### config.mk
export PLATFORM = sky130hd
export DESIGN_NAME = lsx_unit
export DESIGN_NICKNAME = d
export VERILOG_FILES = /design/src/rtl/lsx_pkg.sv /design/src/rtl/lsx_operand_sel.sv /design/src/rtl/lsx_logic.sv /design/src/rtl/lsx_shifter.sv /design/src/rtl/lsx_sext.sv /design/src/rtl/lsx_unit.sv
export SDC_FILE = /design/constraint.sdc
export NUM_CORES = 1
export LEC_CHECK = 0
export CAP_MARGIN = 30
export CORE_MARGIN = 2
export CORE_UTILIZATION = 55
export DETAILED_ROUTE_END_ITERATION = 8
export DONT_BUFFER_PORTS = 1
export PLACE_DENSITY = 0.7
export SYNTH_ARGS = -nofsm -noshare
export SYNTH_HDL_FRONTEND = slang
export SYNTH_SLANG_ARGS = --single-unit
### constraint.sdc
create_clock -name vclk -period 7.64
set_clock_uncertainty 0.2 [all_clocks]
set_input_delay 1.528 -clock vclk [all_inputs]
set_output_delay 1.528 -clock vclk [all_outputs]
set_load 0.01 [all_outputs]
### src/rtl/lsx_pkg.sv
package lsx_pkg;

    localparam int unsigned WORD_W  = 32;
    localparam int unsigned HALF_W  = 16;
    localparam int unsigned BYTE_W  = 8;
    localparam int unsigned SHAMT_W = 6;
    localparam int unsigned OP_W    = 3;

    typedef enum logic [OP_W-1:0] {
        OP_AND  = 3'd0,
        OP_OR   = 3'd1,
        OP_XOR  = 3'd2,
        OP_SHL  = 3'd3,
        OP_SHR  = 3'd4,
        OP_EXTB = 3'd5,
        OP_EXTH = 3'd6,
        OP_NONE = 3'd7
    } lsx_op_e;

    typedef enum logic [1:0] {
        LG_AND  = 2'd0,
        LG_OR   = 2'd1,
        LG_XOR  = 2'd2,
        LG_ZERO = 2'd3
    } lsx_logic_e;

    typedef enum logic [1:0] {
        RS_LOGIC = 2'd0,
        RS_SHIFT = 2'd1,
        RS_EXT   = 2'd2,
        RS_ZERO  = 2'd3
    } lsx_rsel_e;

    typedef struct packed {
        lsx_logic_e lop;
        lsx_rsel_e  rsel;
        logic       shr;
        logic       ext_half;
    } lsx_ctrl_t;

    function automatic lsx_ctrl_t decode_op(lsx_op_e op);
        lsx_ctrl_t c;
        c.lop      = LG_ZERO;
        c.rsel     = RS_ZERO;
        c.shr      = 1'b0;
        c.ext_half = 1'b0;
        case (op)
            OP_AND:  begin c.lop = LG_AND; c.rsel = RS_LOGIC; end
            OP_OR:   begin c.lop = LG_OR;  c.rsel = RS_LOGIC; end
            OP_XOR:  begin c.lop = LG_XOR; c.rsel = RS_LOGIC; end
            OP_SHL:  c.rsel = RS_SHIFT;
            OP_SHR:  begin c.rsel = RS_SHIFT; c.shr = 1'b1; end
            OP_EXTB: c.rsel = RS_EXT;
            OP_EXTH: begin c.rsel = RS_EXT; c.ext_half = 1'b1; end
            default: c.rsel = RS_ZERO;
        endcase
        return c;
    endfunction

endpackage

### src/rtl/lsx_operand_sel.sv
module lsx_operand_sel #(
    parameter int unsigned DATA_W = lsx_pkg::WORD_W,
    parameter int unsigned IMM_W  = lsx_pkg::HALF_W
) (
    input  logic [DATA_W-1:0] reg_a,
    input  logic [DATA_W-1:0] reg_b,
    input  logic [IMM_W-1:0]  imm,
    input  logic              use_imm,
    input  logic              imm_hi,
    input  logic              inv_a,
    input  logic              inv_b,
    output logic [DATA_W-1:0] opnd_a,
    output logic [DATA_W-1:0] opnd_b
);
    localparam int unsigned PAD_W = DATA_W - IMM_W;

    logic [DATA_W-1:0] imm_word;
    logic [DATA_W-1:0] raw_b;

    // The halfword that does not hold the immediate is filled with zeros
    always_comb begin
        if (imm_hi) imm_word = {imm, {PAD_W{1'b0}}};
        else        imm_word = {{PAD_W{1'b0}}, imm};
    end

    assign raw_b  = use_imm ? imm_word : reg_b;
    assign opnd_a = inv_a ? ~reg_a : reg_a;
    assign opnd_b = inv_b ? ~raw_b : raw_b;

endmodule

### src/rtl/lsx_logic.sv
module lsx_logic #(
    parameter int unsigned DATA_W = lsx_pkg::WORD_W
) (
    input  logic [DATA_W-1:0]  a,
    input  logic [DATA_W-1:0]  b,
    input  lsx_pkg::lsx_logic_e sel,
    output logic [DATA_W-1:0]  y
);
    import lsx_pkg::*;

    always_comb begin
        case (sel)
            LG_AND:  y = a & b;
            LG_OR:   y = a | b;
            LG_XOR:  y = a ^ b;
            default: y = '0;
        endcase
    end

endmodule

### src/rtl/lsx_shifter.sv
module lsx_shifter #(
    parameter int unsigned DATA_W  = lsx_pkg::WORD_W,
    parameter int unsigned SHAMT_W = lsx_pkg::SHAMT_W
) (
    input  logic [DATA_W-1:0]  val,
    input  logic [SHAMT_W-1:0] amt,
    input  logic               right,
    output logic [DATA_W-1:0]  y
);
    localparam int unsigned LOG2 = $clog2(DATA_W);

    logic [DATA_W-1:0] stage [0:LOG2];
    logic              over;

    assign stage[0] = val;

    // One stage per count bit, each moving by a power of two
    for (genvar k = 0; k < LOG2; k++) begin : g_stage
        localparam int unsigned DIST = 1 << k;
        always_comb begin
            if (!amt[k])    stage[k+1] = stage[k];
            else if (right) stage[k+1] = stage[k] >> DIST;
            else            stage[k+1] = stage[k] << DIST;
        end
    end

    // Counts at or beyond the word width push every bit out
    if (SHAMT_W > LOG2) begin : g_over
        assign over = |amt[SHAMT_W-1:LOG2];
    end else begin : g_no_over
        assign over = 1'b0;
    end

    assign y = over ? '0 : stage[LOG2];

endmodule

### src/rtl/lsx_sext.sv
module lsx_sext #(
    parameter int unsigned DATA_W = lsx_pkg::WORD_W,
    parameter int unsigned HALF_W = lsx_pkg::HALF_W,
    parameter int unsigned BYTE_W = lsx_pkg::BYTE_W
) (
    input  logic [HALF_W-1:0] val,
    input  logic              from_half,
    output logic [DATA_W-1:0] y
);
    localparam int unsigned BYTE_PAD = DATA_W - BYTE_W;
    localparam int unsigned HALF_PAD = DATA_W - HALF_W;

    logic [DATA_W-1:0] ext_b;
    logic [DATA_W-1:0] ext_h;

    assign ext_b = {{BYTE_PAD{val[BYTE_W-1]}}, val[BYTE_W-1:0]};
    assign ext_h = {{HALF_PAD{val[HALF_W-1]}}, val};
    assign y     = from_half ? ext_h : ext_b;

endmodule

### src/rtl/lsx_unit.sv
module lsx_unit #(
    parameter int unsigned DATA_W  = lsx_pkg::WORD_W,
    parameter int unsigned IMM_W   = lsx_pkg::HALF_W,
    parameter int unsigned SHAMT_W = lsx_pkg::SHAMT_W
) (
    input  logic [lsx_pkg::OP_W-1:0] op_i,
    input  logic [DATA_W-1:0]        reg_a_i,
    input  logic [DATA_W-1:0]        reg_b_i,
    input  logic [IMM_W-1:0]         imm_i,
    input  logic                     use_imm_i,
    input  logic                     imm_hi_i,
    input  logic                     inv_a_i,
    input  logic                     inv_b_i,
    output logic [DATA_W-1:0]        result_o,
    output logic                     zero_o
);
    import lsx_pkg::*;

    localparam int unsigned LOG2 = $clog2(DATA_W);

    lsx_ctrl_t         ctrl;
    logic [DATA_W-1:0] opnd_a;
    logic [DATA_W-1:0] opnd_b;
    logic [DATA_W-1:0] logic_y;
    logic [DATA_W-1:0] shift_y;
    logic [DATA_W-1:0] ext_y;
    logic [SHAMT_W-1:0] shamt;

    assign ctrl = decode_op(lsx_op_e'(op_i));

    lsx_operand_sel #(.DATA_W(DATA_W), .IMM_W(IMM_W)) u_opsel (
        .reg_a   (reg_a_i),
        .reg_b   (reg_b_i),
        .imm     (imm_i),
        .use_imm (use_imm_i),
        .imm_hi  (imm_hi_i),
        .inv_a   (inv_a_i),
        .inv_b   (inv_b_i),
        .opnd_a  (opnd_a),
        .opnd_b  (opnd_b)
    );

    lsx_logic #(.DATA_W(DATA_W)) u_logic (
        .a   (opnd_a),
        .b   (opnd_b),
        .sel (ctrl.lop),
        .y   (logic_y)
    );

    // The immediate count is limited to the word width, the register count is not
    assign shamt = use_imm_i ? SHAMT_W'(imm_i[LOG2-1:0]) : reg_b_i[SHAMT_W-1:0];

    lsx_shifter #(.DATA_W(DATA_W), .SHAMT_W(SHAMT_W)) u_shift (
        .val   (reg_a_i),
        .amt   (shamt),
        .right (ctrl.shr),
        .y     (shift_y)
    );

    lsx_sext #(.DATA_W(DATA_W), .HALF_W(IMM_W), .BYTE_W(BYTE_W)) u_sext (
        .val       (reg_a_i[IMM_W-1:0]),
        .from_half (ctrl.ext_half),
        .y         (ext_y)
    );

    always_comb begin
        case (ctrl.rsel)
            RS_LOGIC: result_o = logic_y;
            RS_SHIFT: result_o = shift_y;
            RS_EXT:   result_o = ext_y;
            default:  result_o = '0;
        endcase
    end

    assign zero_o = ~|result_o;

endmodule

Word level (Yosys, flattened, before mapping)

Index checks and enable logic that the tools add are counted.

Bits in registers: 0
Output and inout port bits: 33
Word-level logic and storage cells: 46

Equal/unequal tests: 10
Mux-type cells: 23
Bitwise gates (word level): 5
Reduce and logical (&&, ||, !) cells: 8

Operators with widths:

| cell                                           | number |
|---|---|
| two-way mux 32 bit                             | 16 |
| case mux 32 bit (3 select lines)               | 2 |
| inverter 32 bit                                | 2 |
| bitwise AND 32 bit                             | 1 |
| bitwise OR 32 bit                              | 1 |
| OR reduction 32 bit                            | 1 |
| bitwise XOR 32 bit                             | 1 |
| case mux 2 bit (3 select lines)                | 2 |
| == test 3 bit (second input constant)          | 3 |
| == test 3 x 2 -> 1 bit (second input constant) | 2 |
| two-way mux 6 bit                              | 1 |
| == test 2 x 1 -> 1 bit (second input constant) | 2 |
| == test 2 bit (second input constant)          | 2 |
| logical NOT 2 bit                              | 2 |
| OR reduction 2 bit                             | 2 |
| == test 3 x 1 -> 1 bit (second input constant) | 1 |
| logical NOT 3 bit                              | 1 |
| OR reduction 3 bit                             | 1 |
| two-way mux 1 bit                              | 2 |
| logical NOT 1 bit                              | 1 |

Longest topological paths before layout

Gate-level depths: netlist (run 1).

Word-level depth: 16
Depth in mapped cells: 18
Gate-level depth less buffers: 14

Hierarchy

Synthesis (run 1) repeated with hierarchy kept, for this count alone.

Cell total of the unflattened synthesis: 1260
Area total of the unflattened synthesis: 9009.9 µm²

By module, submodules not included:

| module          | instances | cells an instance | area each (µm²) | seq. area each (µm²) |
|---|---|---|---|---|
| lsx_shifter     | 1         | 561               | 4057.6          | 0.0 |
| lsx_unit        | 1         | 317               | 1874.3          | 0.0 |
| lsx_logic       | 1         | 204               | 1691.6          | 0.0 |
| lsx_operand_sel | 1         | 145               | 1074.8          | 0.0 |
| lsx_sext        | 1         | 33                | 311.5           | 0.0 |

Worst setup path after synthesis (run 1)

No wires, ideal clock.

Path type: input-to-output
Start point: input port use_imm_i
End point: output port zero_o
Arrival time: 4973 ps
Data required time: 5912 ps
Path slack: 939 ps
Stages: 17
Path through: mux2_2 > buf_2 > buf_2 > buf_2 > buf_2 > buf_1 > nand2_1 > xnor2_1 > ha_1 > mux2i_1 > nor2_1 > a21oi_1 > o22ai_1 > a221oi_1 > nand2_1 > or4_1 > nor4_2

Longest elaborated chain between the ends: 14

Ends and longest elaborated chain:

| element                            | RTL line          | RTL |
|---|---|---|
| start, declared                    | lsx_unit.sv:10    | `input logic use_imm_i,` |
| two-way mux 6 bit                  | lsx_unit.sv:51    | `assign shamt = use_imm_i ? SHAMT_W'(imm_i[LOG2-1:0]) : reg_b_i[SHAMT_W-1:0];` |
| two-way mux 32 bit                 | lsx_shifter.sv:21 | `if (!amt[k]) stage[k+1] = stage[k];` |
| two-way mux 32 bit                 | lsx_shifter.sv:22 | `else if (right) stage[k+1] = stage[k] >> DIST;` |
| two-way mux 32 bit                 | lsx_shifter.sv:21 |  |
| two-way mux 32 bit                 | lsx_shifter.sv:22 |  |
| two-way mux 32 bit                 | lsx_shifter.sv:21 |  |
| two-way mux 32 bit                 | lsx_shifter.sv:22 |  |
| two-way mux 32 bit                 | lsx_shifter.sv:21 |  |
| two-way mux 32 bit                 | lsx_shifter.sv:22 |  |
| two-way mux 32 bit                 | lsx_shifter.sv:21 |  |
| two-way mux 32 bit                 | lsx_shifter.sv:34 | `assign y = over ? '0 : stage[LOG2];` |
| case mux 32 bit (3 select lines) * | lsx_unit.sv:67    | `case (ctrl.rsel)` |
| via result_o[0]                    | lsx_unit.sv:14    | `output logic [DATA_W-1:0] result_o,` |
| OR reduction 32 bit *              | lsx_unit.sv:75    | `assign zero_o = ~\|result_o;` |
| logical NOT 1 bit *                | lsx_unit.sv:75    |  |
| end, declared                      | lsx_unit.sv:15    | `output logic zero_o` |

Mark *: on every way through the listed nets, which the timed path passes. The rest lies on a longest branch.

Final worst setup path (run 1)

Same ends and word-level chain as after synthesis.

==> out/qor.yml, run 1 <==
status: "finished with violations"
violations: "design-rule violations"
routed_via_density: 7.771
worstPathBufferInverterCount: 1
setup_ws_ps: 692.4
multi_input_area_sq_um: 6983
seq_area_sq_um: 0
cts_resized: 0
nets: 1291
rsz0062_at_grt: "no"
syn2layout_area_growth_pct: 0.4197
tightestPinTransition_ps: 1119
die_x_um: 122.7
wl_per_cell_um: 30.99
drv_slew: 0
worstPathCellList: "mux2i_4 > buf_12 > nor2_1 > nand2_1 > o221ai_1 > nand2_1 > and3_1 > o21ai_1 > a2bb2oi_1 > or4_1 > nor4_2"
seq_cells: 0
yosysWarnings: 0
fp.dieH_um: 122.7
critPathMaxFanout: 48
synth_area_sq_um: 7752
core-area_sq_um: 13830
grt.overflow.total: 0
syn_inst: 1229
min_from: "op_i[2]"
grt_pass1_wl_um: 58770
fill_cells: 1383
die-area_sq_um: 15060
startpoint: "use_imm_i"
hp-class: "input port to primary output"
dpl.hpwl_um: 30770
crit_path_start_kind: "input port"
io_buffers: 0
path_common_cell: "nand2_1"
ys_top_cells_by_area: "ha_1 10%, mux2i_1 8.9%, a21oi_1 7.4%"
finish.utilization_pct: 56.30
pin_count: 120
drt_iter0_drc: 1810
start_util_pct: 56.07
cp_top_family: "simple AND/OR/NAND/NOR gates"
finalHoldViolCount: 0
drive_above_1_share_pct: 6.239
powerDensity_nw_per_um2: 90.73
grt_pass1_vias: 9254
tns_ps: 0
max_freq_ghz: 0.1439
maxCapViolCount: 0
syn-num-nets: 1380
crit_required_ps: 5910
cts_hold_buffers: 0
min_period_over_period_pct: 90.94
routed_wl_um: 40840
diodes: 0
synth-seq-area-share_pct: 0
synth_cell_types: 75
yosys.area.top_type: "ha_1"
fin_total_pwr_w: 0.0007063
crit_type: "input port to primary output"
avgSynthCellArea_sq_um: 6.308
detail-route-antenna-nets: 0
nClkBuffers: 0
cts_setup_buffers: 0
antenna_found_initial: 0
gp_congestion: 1.211
track_usage_pct: 52.48
timing.final.crit_period_ps: 6948
final-setup-viol-count: 0
drtPass1Iterations: 9
worstPathArrival_ps: 5220
cpPeakStageDelay_ps: 640
peakVddDrop_uv: 55.12
crit_path_end_kind: "primary output"
grt_max_degree: 87
leakagePower_nw: 3.244
dr_total_vias: 10240
rows: 43
dpl_worst_slack_ps: 885.3
drc: 1
relSlewSlack_pct: 24.69
slowest_stage: "nor2_1"
netlist.area_leader.share_pct: 10.33
## report_power, final
| group | internal (W) | total [W] | switching [W] |
|---|---|---|---|
| combinational | 0.000245 | 0.000706 | 0.000462 |
| clock | 0 | 0 | 0 |
| sequential | 0 | 0 | 0 |
| total | 0.000245 | 0.000706 | 0.000462 |
## cell usage after synthesis, types with 10 or more instances
cell type and n:
nor4bb_1 11, ha_1 64, buf_1 25, a211oi_1 35, nor2b_1 29, a21oi_1 114, nor4_1 10, o22a_1 21
xor2_1 33, nor3_1 28, nand3_1 34, inv_1 66, clkbuf_1 68, a221oi_1 20, o22ai_1 30, and2_1 16
a31oi_1 18, mux2i_1 69, o21ai_1 12, nand2_1 118, buf_2 35, xnor2_1 31, o21ai_0 78, nor2_1 106
## per-layer routing
metal,global-route usage [%],wire length (um),up-vias
met3,19.89,6463,254
met1,67.49,15200,4686
met2,72.65,15650,969
li1,-,-,4333
met4,33.26,3529,0
met5,0,0,-
## cell usage in the layout, fill, tap and decap left out, drive strengths merged, types with 7 or more instances in the layout
| master | n |
|---|---|
| and2 | 16 |
| nand3 | 34 |
| nor2b | 29 |
| a31oi | 18 |
| a21oi | 114 |
| o32ai | 7 |
| xnor2 | 31 |
| nor2 | 107 |
| buf | 42 |
| xor2 | 33 |
| nand2 | 118 |
| o22a | 21 |
| nor3 | 28 |
| o211ai | 7 |
| o31ai | 9 |
| nand4 | 8 |
| ha | 64 |
| mux2 | 8 |
| nor4bb | 11 |
| a2111oi | 9 |
| inv | 66 |
| mux2i | 71 |
| o22ai | 30 |
| nor4 | 11 |
| o21ai | 90 |
| a221oi | 21 |
| a211oi | 36 |
## per-stage QoR
step	std cells	hold slack, ps	cell area (sq um)
after detailed placement	1317	3053	7780
after global placement	1316	3055	7769
after CTS	1317	3054	7780
after global routing	1318	3089	7785
final	1318	3084	7785
after floorplan	1229	3254	7752
## logic make-up (layout without fill, tap and decap cells)
logic type                 after synthesis  after routing  share of synthesized area [%]
AOI/OAI and AO/OA                      428            428                          36.27
and+or+nand+nor                        393            393                          24.74
xor gates and xnor gates                64             64                          7.231
muxes                                   81             81                          11.01
adders and majority gates               64             64                          10.33
buffers and inverters                  199            108                          10.43
## final timing paths
path / to / depth (start not counted)
max: zero_o / 11
min: result_o[20] / 1
## area by class of cell
type | instances | area share, %
Inverter | 66 | 3.182
Multi-Input combinational cell | 1030 | 89.70
Timing Repair Buffer | 42 | 4.227
Tap cell | 180 | 2.893
No activity file was read; power rests on OpenSTA's default activity.
==> run 2: changes to the inputs <==
==> constraint.sdc (replaced) <==
create_clock -name vclk -period 7.64
set_clock_uncertainty 0.2 [all_clocks]
set_input_delay 2.292 -clock vclk [all_inputs]
set_output_delay 2.292 -clock vclk [all_outputs]
set_load 0.01 [all_outputs]
==> run 2 against run 1 <==
  * The flow finishes with violations (design-rule violations, negative setup slack)
  * Fmax fell by 11%
  * Final cell count rose by 18%
  * Critical path depth rose by 2
  * First-iteration DRC count rose by 4.0%
  * Sequential share of layout area did not move
  * Die area did not move
  * Wire length rose by 5.6%
  * Non-clock buffer count rose by 234
  * Core utilization rose by 17 points
  * Design area rose by 29%
==> out/qor.yml, run 2 (synthesis gave the netlist of run 1 again) <==
finish.utilization_pct: 72.81
crit_path_start_kind: "input port"
multi_input_area_sq_um: 7390
crit_end: "zero_o"
grt.overflow.total: 0
crit_type: "input port to primary output"
leakagePower_nw: 4.519
drc: 2
finalHoldViolCount: 0
maxCapViolCount: 0
die-area_sq_um: 15060
peakVddDrop_uv: 64.61
relSlewSlack_pct: 23.92
drv_slew: 0
timing.final.crit_period_ps: 7797
startpoint: "op_i[0]"
min_from: "op_i[2]"
fp.dieH_um: 122.7
violations: "design-rule violations, negative setup slack"
worstPathArrival_ps: 5310
rows: 43
grt_pass1_vias: 10470
routed_via_density: 7.264
slowest_stage: "or4_4"
core-area_sq_um: 13830
nets: 1526
dpl_worst_slack_ps: -151.5
critPathMaxFanout: 55
grt_max_degree: 87
gp_congestion: 1.148
drive_above_1_share_pct: 26.07
cpPeakStageDelay_ps: 530
drtPass1Iterations: 9
die_x_um: 122.7
fin_total_pwr_w: 0.0009308
syn2layout_area_growth_pct: 29.86
worstPathBufferInverterCount: 3
cp_top_family: "simple AND/OR/NAND/NOR gates"
grt_pass1_wl_um: 62020
cts_hold_buffers: 0
tightestPinTransition_ps: 1129
worstPathCellList: "or3b_4 > buf_12 > buf_6 > a211oi_2 > buf_4 > o32ai_1 > a22oi_1 > nand3_2 > and3_4 > o21ai_2 > a2bb2oi_2 > or4_4 > nor4_4"
pin_count: 120
crit_path_end_kind: "primary output"
drt_iter0_drc: 1883
antenna_found_initial: 0
status: "finished with violations"
track_usage_pct: 54.84
crit_required_ps: 5150
dpl.hpwl_um: 33210
cp.depth: 13
nClkBuffers: 0
seq_area_sq_um: 0
hp-class: "input port to primary output"
detail-route-antenna-nets: 0
final_cell_mix: "263 x buf_4, 117 x nand2_1, 111 x a21oi_1"
seq_cells: 0
min_period_over_period_pct: 102.1
setup_ws_ps: -157.5
powerDensity_nw_per_um2: 92.46
wl_per_cell_um: 27.74
start_util_pct: 56.07
max_freq_ghz: 0.1282
rsz0062_at_grt: "yes"
routed_wl_um: 43140
io_buffers: 0
fill_cells: 1142
final-setup-viol-count: 2
final_common_cell: "buf_4"
dr_total_vias: 11300
run 2: worst min-delay path by stage:
stage	to	slack [ps]	depth (start not counted)
after global routing	result_o[31]	4720	2
after global placement	result_o[31]	4680	2
after CTS	result_o[31]	4680	2
final	result_o[31]	4730	2
after floorplan	result_o[28]	4780	3
after detailed placement	result_o[31]	4680	2
run 2: routing by layer:
| layer | up-vias | wire, um | share of wire, % | track usage [%] |
|---|---|---|---|---|
| met5 | - | 0 | 0 | 0 |
| met4 | 0 | 4500 | 10 | 42.60 |
| met3 | 344 | 6677 | 15 | 17.52 |
| met2 | 1134 | 16680 | 39 | 77.97 |
| met1 | 4999 | 15280 | 35 | 67.74 |
| li1 | 4818 | - | - | - |
run 2: layout make-up:
class / count / area share, %
Multi-Input combinational cell: 1031 / 73.40
Timing Repair Buffer: 276 / 21.85
Antenna cell: 2 / 0.04971
Tap cell: 180 / 2.237
Inverter: 66 / 2.461
run 2: what timing repair did:
action,4_1_cts,5_1_grt
pin swaps,13,17
endpoints found under the setup margin,2,4
cloned,1,0
buffers inserted,7,3
resized for setup,39,41
run 2: where the power goes:
part	switching [W]	internal, W	total [W]
Sequential	0	0	0
Clock	0	0.0000000000360	0.0000000000360
Combinational	0.000524	0.000407	0.000931
Total	0.000524	0.000407	0.000931
run 2: metrics by stage:
step	area [sq um]	setup TNS, ps	instances	hold slack (ps)
2_1_floorplan	7870	-84.72	1229	4782
3_3_place_gp	9579	-791.6	1542	4677
3_5_place_dp	9584	-220.6	1543	4682
4_1_cts	9827	-28.93	1550	4683
5_1_grt	10060	-159.7	1553	4720
6_report	10070	-165.6	1555	4730
